[src/rtl/shr_pkg.sv]
package shr_pkg;

    typedef enum logic [2:0] {
        ST_IDLE,
        ST_LOAD_CONST,
        ST_LOAD_REG,
        ST_COPY,
        ST_SHIFT,
        ST_DONE
    } shr_state_e;

    // Number of non-shift cycles between the accepting edge and done.
    localparam int unsigned SETUP_CYCLES = 4;

endpackage

[src/rtl/shr_input_hold.sv]
module shr_input_hold #(
    parameter int unsigned DATA_W = 32,
    parameter int unsigned CNT_W  = 5
) (
    input  logic              clk,
    input  logic              rst_n,
    input  logic              capture_i,
    input  logic [DATA_W-1:0] operand_i,
    input  logic [CNT_W-1:0]  const_cnt_i,
    input  logic [CNT_W-1:0]  reg_cnt_i,
    output logic [DATA_W-1:0] operand_o,
    output logic [CNT_W-1:0]  const_cnt_o,
    output logic [CNT_W-1:0]  reg_cnt_o
);

    always_ff @(posedge clk or negedge rst_n) begin
        if (!rst_n) begin
            operand_o   <= '0;
            const_cnt_o <= '0;
            reg_cnt_o   <= '0;
        end else if (capture_i) begin
            operand_o   <= operand_i;
            const_cnt_o <= const_cnt_i;
            reg_cnt_o   <= reg_cnt_i;
        end
    end

    // captured values move only on a capture cycle
    a_r10_hold_stable: assert property (@(posedge clk) disable iff (!rst_n)
        !capture_i |=> ($stable(operand_o) && $stable(const_cnt_o) && $stable(reg_cnt_o)));

endmodule

[src/rtl/shr_down_counter.sv]
module shr_down_counter #(
    parameter int unsigned CNT_W = 5
) (
    input  logic             clk,
    input  logic             rst_n,
    input  logic             load_i,
    input  logic [CNT_W-1:0] load_val_i,
    input  logic             dec_i,
    output logic [CNT_W-1:0] cnt_o,
    output logic             zero_o
);

    always_ff @(posedge clk or negedge rst_n) begin
        if (!rst_n) begin
            cnt_o <= '0;
        end else if (load_i) begin
            cnt_o <= load_val_i;
        end else if (dec_i) begin
            cnt_o <= cnt_o - CNT_W'(1);
        end
    end

    assign zero_o = (cnt_o == '0);

    // one decrement per shift step
    a_r4_dec_by_one: assert property (@(posedge clk) disable iff (!rst_n)
        (dec_i && !load_i) |=> (cnt_o == $past(cnt_o) - CNT_W'(1)));

    // the controller never steps past zero
    a_r4_no_dec_at_zero: assert property (@(posedge clk) disable iff (!rst_n)
        dec_i |-> !zero_o);

    a_r4_load_dec_excl: assert property (@(posedge clk) disable iff (!rst_n)
        !(load_i && dec_i));

endmodule

[src/rtl/shr_result_reg.sv]
module shr_result_reg #(
    parameter int unsigned DATA_W = 32
) (
    input  logic              clk,
    input  logic              rst_n,
    input  logic              copy_i,
    input  logic [DATA_W-1:0] data_i,
    input  logic              step_i,
    output logic [DATA_W-1:0] res_o
);

    always_ff @(posedge clk or negedge rst_n) begin
        if (!rst_n) begin
            res_o <= '0;
        end else if (copy_i) begin
            res_o <= data_i;
        end else if (step_i) begin
            res_o <= {1'b0, res_o[DATA_W-1:1]};
        end
    end

    // a step moves every bit down one place with zero fill
    a_r4_zero_fill: assert property (@(posedge clk) disable iff (!rst_n)
        (step_i && !copy_i) |=> (res_o == {1'b0, $past(res_o[DATA_W-1:1])}));

    // the result holds when neither control is active
    a_r9_result_hold: assert property (@(posedge clk) disable iff (!rst_n)
        (!copy_i && !step_i) |=> $stable(res_o));

endmodule

[src/rtl/shr_seq_ctrl.sv]
module shr_seq_ctrl
    import shr_pkg::*;
(
    input  logic clk,
    input  logic rst_n,
    input  logic start_i,
    input  logic cnt_zero_i,
    output logic capture_o,
    output logic load_o,
    output logic load_sel_o,
    output logic dec_o,
    output logic copy_o,
    output logic step_o,
    output logic busy_o,
    output logic done_o
);

    shr_state_e state_q;
    shr_state_e state_d;

    always_ff @(posedge clk or negedge rst_n) begin
        if (!rst_n) begin
            state_q <= ST_IDLE;
        end else begin
            state_q <= state_d;
        end
    end

    always_comb begin
        state_d = state_q;
        unique case (state_q)
            ST_IDLE:       if (start_i) state_d = ST_LOAD_CONST;
            ST_LOAD_CONST: state_d = ST_LOAD_REG;
            ST_LOAD_REG:   state_d = ST_COPY;
            ST_COPY:       state_d = ST_SHIFT;
            ST_SHIFT:      if (cnt_zero_i) state_d = ST_DONE;
            ST_DONE:       state_d = ST_IDLE;
            default:       state_d = ST_IDLE;
        endcase
    end

    always_comb begin
        capture_o  = 1'b0;
        load_o     = 1'b0;
        load_sel_o = 1'b0;
        dec_o      = 1'b0;
        copy_o     = 1'b0;
        step_o     = 1'b0;
        busy_o     = 1'b1;
        done_o     = 1'b0;
        unique case (state_q)
            ST_IDLE: begin
                busy_o    = 1'b0;
                capture_o = start_i;
            end
            ST_LOAD_CONST: begin
                load_o = 1'b1;
            end
            ST_LOAD_REG: begin
                load_o     = cnt_zero_i;
                load_sel_o = 1'b1;
            end
            ST_COPY: begin
                copy_o = 1'b1;
            end
            ST_SHIFT: begin
                step_o = !cnt_zero_i;
                dec_o  = !cnt_zero_i;
            end
            ST_DONE: begin
                done_o = 1'b1;
            end
            default: begin
                busy_o = 1'b0;
            end
        endcase
    end

    // done is a single-cycle pulse
    a_r7_done_pulse: assert property (@(posedge clk) disable iff (!rst_n)
        done_o |=> !done_o);

    // idle follows the done cycle
    a_r7_idle_after_done: assert property (@(posedge clk) disable iff (!rst_n)
        done_o |=> !busy_o);

    // a start while busy never restarts the sequence
    a_r8_ignore_busy_start: assert property (@(posedge clk) disable iff (!rst_n)
        (busy_o && start_i) |=> (state_q != ST_LOAD_CONST));

    // the loop exits on the cycle the counter reads zero
    a_r5_loop_exit: assert property (@(posedge clk) disable iff (!rst_n)
        (state_q == ST_SHIFT && cnt_zero_i) |=> done_o);

endmodule

[src/rtl/shr_iter_unit.sv]
module shr_iter_unit #(
    parameter int unsigned DATA_W = 32,
    localparam int unsigned CNT_W = $clog2(DATA_W)
) (
    input  logic              clk,
    input  logic              rst_n,
    input  logic              start_i,
    input  logic [DATA_W-1:0] operand_i,
    input  logic [CNT_W-1:0]  const_cnt_i,
    input  logic [CNT_W-1:0]  reg_cnt_i,
    output logic              busy_o,
    output logic              done_o,
    output logic [DATA_W-1:0] result_o
);

    logic              capture;
    logic              load;
    logic              load_sel;
    logic              dec;
    logic              copy;
    logic              step;
    logic              cnt_zero;
    logic [CNT_W-1:0]  cnt;
    logic [CNT_W-1:0]  load_val;
    logic [DATA_W-1:0] op_hold;
    logic [CNT_W-1:0]  const_hold;
    logic [CNT_W-1:0]  reg_hold;

    shr_input_hold #(.DATA_W(DATA_W), .CNT_W(CNT_W)) u_hold (
        .clk        (clk),
        .rst_n      (rst_n),
        .capture_i  (capture),
        .operand_i  (operand_i),
        .const_cnt_i(const_cnt_i),
        .reg_cnt_i  (reg_cnt_i),
        .operand_o  (op_hold),
        .const_cnt_o(const_hold),
        .reg_cnt_o  (reg_hold)
    );

    assign load_val = load_sel ? reg_hold : const_hold;

    shr_down_counter #(.CNT_W(CNT_W)) u_cnt (
        .clk       (clk),
        .rst_n     (rst_n),
        .load_i    (load),
        .load_val_i(load_val),
        .dec_i     (dec),
        .cnt_o     (cnt),
        .zero_o    (cnt_zero)
    );

    shr_result_reg #(.DATA_W(DATA_W)) u_res (
        .clk   (clk),
        .rst_n (rst_n),
        .copy_i(copy),
        .data_i(op_hold),
        .step_i(step),
        .res_o (result_o)
    );

    shr_seq_ctrl u_ctrl (
        .clk       (clk),
        .rst_n     (rst_n),
        .start_i   (start_i),
        .cnt_zero_i(cnt_zero),
        .capture_o (capture),
        .load_o    (load),
        .load_sel_o(load_sel),
        .dec_o     (dec),
        .copy_o    (copy),
        .step_o    (step),
        .busy_o    (busy_o),
        .done_o    (done_o)
    );

    // the register count is taken only when the constant loaded as zero
    a_r3_fallback_load: assert property (@(posedge clk) disable iff (!rst_n)
        (load && load_sel) |-> (const_hold == '0));

    // a nonzero constant survives the fallback stage
    a_r2_const_kept: assert property (@(posedge clk) disable iff (!rst_n)
        (load && !load_sel && const_hold != '0) |=> ##1 (cnt == $past(const_hold, 2)));

endmodule

[config.mk]
export PLATFORM = sky130hd
export DESIGN_NAME = shr_iter_unit
export DESIGN_NICKNAME = d
export VERILOG_FILES = /design/src/rtl/shr_pkg.sv /design/src/rtl/shr_input_hold.sv /design/src/rtl/shr_down_counter.sv /design/src/rtl/shr_result_reg.sv /design/src/rtl/shr_seq_ctrl.sv /design/src/rtl/shr_iter_unit.sv
export SDC_FILE = /design/constraint.sdc
export NUM_CORES = 1
export LEC_CHECK = 0
export CAP_MARGIN = 10
export CORE_ASPECT_RATIO = 1.4
export CORE_MARGIN = 2
export CORE_UTILIZATION = 35
export DETAILED_ROUTE_END_ITERATION = 7
export DONT_BUFFER_PORTS = 1
export SLEW_MARGIN = 20
export SYNTH_ARGS = -nofsm -noshare
export SYNTH_HDL_FRONTEND = slang
export SYNTH_SLANG_ARGS = --single-unit
[constraint.sdc]
create_clock -name clk -period 1.6 [get_ports clk]
set_input_delay 0.08 -clock clk [delete_from_list [all_inputs] [get_ports clk]]
set_output_delay 0.08 -clock clk [all_outputs]
set_load 0.05 [all_outputs]
==> impl_metrics.csv <==
group,metric,value,unit
worst_setup_path,cp-end-kind,"flip-flop",
clock_network,h-tree-depth,3,
placed_design,dp_hpwl,5.00,mm
logic_synthesis,ys.flop_type,"dfrtp_1",
clock_network,cts.reportedPaths.clkPinSlew,0.06,ns
logic_synthesis,syn-mean-instance-area,12.3,um^2
timing,worstMarginPinSlew,0.546,ns
floorplan,fp.dieW,89.8,um
power,p_switching,0.00455,W
clock_network,cts.sinks,82,
floorplan,io_pins,79,
power,p_sw_frac,0.408,
logic_synthesis,syn_nets,339,
clock_network,cts_buffer_depth,2,
worst_setup_path,worstPathMaxFanout,8,
logic_synthesis,yosysUniqueCellTypes,33,
route,wl_per_cell,15.2,um
clock_network,cts_made_buffers,9,
floorplan,fp-row-count,43,
worst_setup_path,worst-path-buf-inv,2,
worst_setup_path,crit_type,"reg2reg",
floorplan,core_area,9950,um^2
timing,final-hold-violation-count,82,
logic_synthesis,synthCells,293,
logic_synthesis,ys.warnings.count,0,
floorplan,start_util,0.363,
timing,max_freq,552,MHz
global_route,antenna_found_initial,0,
logic_synthesis,synthArstFlopShare,1.00,
logic_synthesis,synthTopCellsByArea,"dfrtp_1 57%, mux2_2 12%, mux2i_1 10%",
placed_design,gp_congestion,0.911,
global_route,grt_pass1_vias,2513,
global_route,grt_first_pass_wirelength,12.7,mm
logic_synthesis,synth_edf_count,0,
worst_setup_path,critical-path-top-delay-family,"simple AND/OR/NAND/NOR gates",
timing,post-route-period-util,1.13,
outcome,violations,"hold timing, setup timing",
clock_network,cts_tree,"yes",
power,p_total,0.0111,W
cells_and_area,nets,419,
global_route,grtUsageTotal,0.146,
clock_network,root_buffer,"clkbuf_16",
power,leakagePower,2.25,nW
timing,max_slew_margin,0.636,
power,combinationalPowerShare,0.399,
worst_setup_path,slowest_stage,"or4b_4",
floorplan,dieArea,11200,um^2
cells_and_area,n_antenna_cell,0,
global_route,grt_max_degree,83,
worst_setup_path,crit_path_start_kind,"flip-flop",
floorplan,die_h,124,um
clock_network,postCtsHoldBufs,42,
worst_setup_path,path_cells,"inv_2 > ha_4 > or4b_4 > nand2_8 > buf_12 > mux2i_2 > a21oi_1",
timing,setup_viol,36,
route,wl,7.80,mm
worst_setup_path,critPathMaxStageDelay,0.51,ns
route,drc,0,
logic_synthesis,synth_top_area_share,0.568,
global_route,grt-ovfl-total,0,
timing,layout_setup_ws,-0.211,ns
logic_synthesis,synth_most_common_cell,"dfrtp_1",
logic_synthesis,synth_seq_cells,82,
route,drtPass1Iterations,4,
outcome,status,"finished with violations",
placed_design,numPortBuffers,0,
timing,rsz0062_at_grt,"yes",
worst_setup_path,cp_data_required_time,1.81,ns
timing,setup_tns,-6.42,ns
clock_network,clk_latency,0.33,ns
cells_and_area,areaGrowthSynthToFinish,35.6,%
route,vias_per_cell,4.90,
logic_synthesis,synthTopCellsByCount,"82 x dfrtp_1, 40 x mux2_2, 37 x a21oi_1",
power,p_per_area,2280,nW/um^2
logic_synthesis,synth_top_area_cell,"dfrtp_1",
power,pwr-share-clk,0.192,
power,p_int,0.00660,W
timing,holdWs,-0.557,ns
logic_synthesis,ys_seq_area_frac,0.568,
timing,fin_skew,0.00712,ns
hold_path,hold_path_class,"in2async",
cells_and_area,drive_gt1_frac,0.318,
power,seqPwrFrac,0.409,
power,ir_drop,1.08,mV
route,postRouteAntennaNets,0,
route,vias,2510,
job,cap_viol_max_count,0,
logic_synthesis,synthesis.area,3610,um^2
timing,min_period,1.81,ns
timing,timing.final.max_slew_violations,0,
route,drt_iter0_drc,75,
worst_setup_path,cp.arrival,2.02,ns
[per-stage QoR]
step / cells / area (um^2) / hold WS (ns) / worst slack (ns) / util
2_1_floorplan: 293 / 3630 / -0.216 / -0.179 / -
3_3_place_gp: 446 / 4010 / -0.214 / -0.182 / 0.403
3_5_place_dp: 446 / 4010 / -0.214 / -0.224 / 0.403
4_1_cts: 509 / 4830 / -0.577 / -0.217 / 0.485
5_1_grt: 512 / 4890 / -0.581 / -0.307 / 0.492
6_report: 512 / 4890 / -0.557 / -0.211 / 0.492
[layout make-up]
cell class	count	area, um^2
Sequential cell	82	2050
Multi-Input combinational cell	187	1480
Fill cell	874	5060
Timing Repair Buffer	88	870
Inverter	5	18.8
Tap cell	135	169
Clock inverter	6	82.6
Clock buffer	9	225
[path summary, 6_finish.rpt]
check	end	slack, ns	startpoint	cells after the start
hold / removal	u_cnt.cnt_o[1]	-0.56	rst_n	0
hold reg to reg	u_hold.operand_o[17]	0.51	u_hold.operand_o[17]	1
min in group clk	u_ctrl.state_q[0]	0.04	start_i	4
max in group asynchronous	u_ctrl.state_q[0]	1.97	rst_n	0
setup reg to reg	u_res.res_o[8]	-0.21	u_cnt.cnt_o[0]	7
setup / recovery	u_res.res_o[8]	-0.21	u_cnt.cnt_o[0]	7
[cells in the final DEF (no fill, tap or decap), drive strengths merged]
cell,count
a21boi,1
a21oi,37
a22oi,1
a32oi,1
and2,2
buf,45
bufinv,2
clkbuf,10
clkinv,3
clkinvlp,1
dfrtp,82
dlygate4sd3,42
ha,1
inv,5
mux2,40
mux2i,36
nand2,5
nand2b,3
nand3,4
nor2,35
nor2b,1
nor3,2
nor3b,2
nor4b,2
o211ai,1
o21ai,6
o221ai,1
o2bb2ai,1
o32ai,1
or4b,1
xnor2,1
xor2,2
[state kept, by name (all words and copies together) (netlist names)]
register and count:
u_hold.operand_o 32, u_hold.reg_cnt_o 5, u_hold.const_cnt_o 5, u_ctrl.state_q 3
u_cnt.cnt_o 5, u_res.res_o 32
[what timing repair did]
| item | CTS | global route |
|---|---|---|
| buffers inserted | 5 | 2 |
| pin swaps | 6 | 11 |
| setup endpoints to repair | 36 | 39 |
| resized for setup | 6 | 6 |
| hold endpoints to repair | 124 | 82 |
| gates cloned | 1 | 1 |
[kinds of logic (layout without fill, tap and decap cells)]
family | count (synthesis) | in the layout | share of synthesized area
flops | 82 | 82 | 0.568
mux | 76 | 76 | 0.225
simple gates | 57 | 57 | 0.0780
compound gates | 50 | 50 | 0.0756
buf+inv | 24 | 108 | 0.0426
xor+xnor | 3 | 3 | 0.00728
fa+ha+maj | 1 | 1 | 0.00347
[layer usage]
layer  share of wire  track usage  vias up
met2            0.51        0.240       62
met1            0.42        0.177     1244
met4           0.027       0.0731        0
met3           0.045       0.0423       17
met5               0            0        -
li1                -            -     1187
[power by group through the flow]
stage	logic (W)	registers, W	clock network [W]
after global placement	0.00401	0.00458	0
after floorplan	0.00235	0.00508	0
after detailed placement	0.00410	0.00461	0
after CTS	0.00435	0.00457	0.00221
after global routing	0.00479	0.00471	0.00231
final	0.00445	0.00455	0.00214
(Power assumes the default switching activity.)
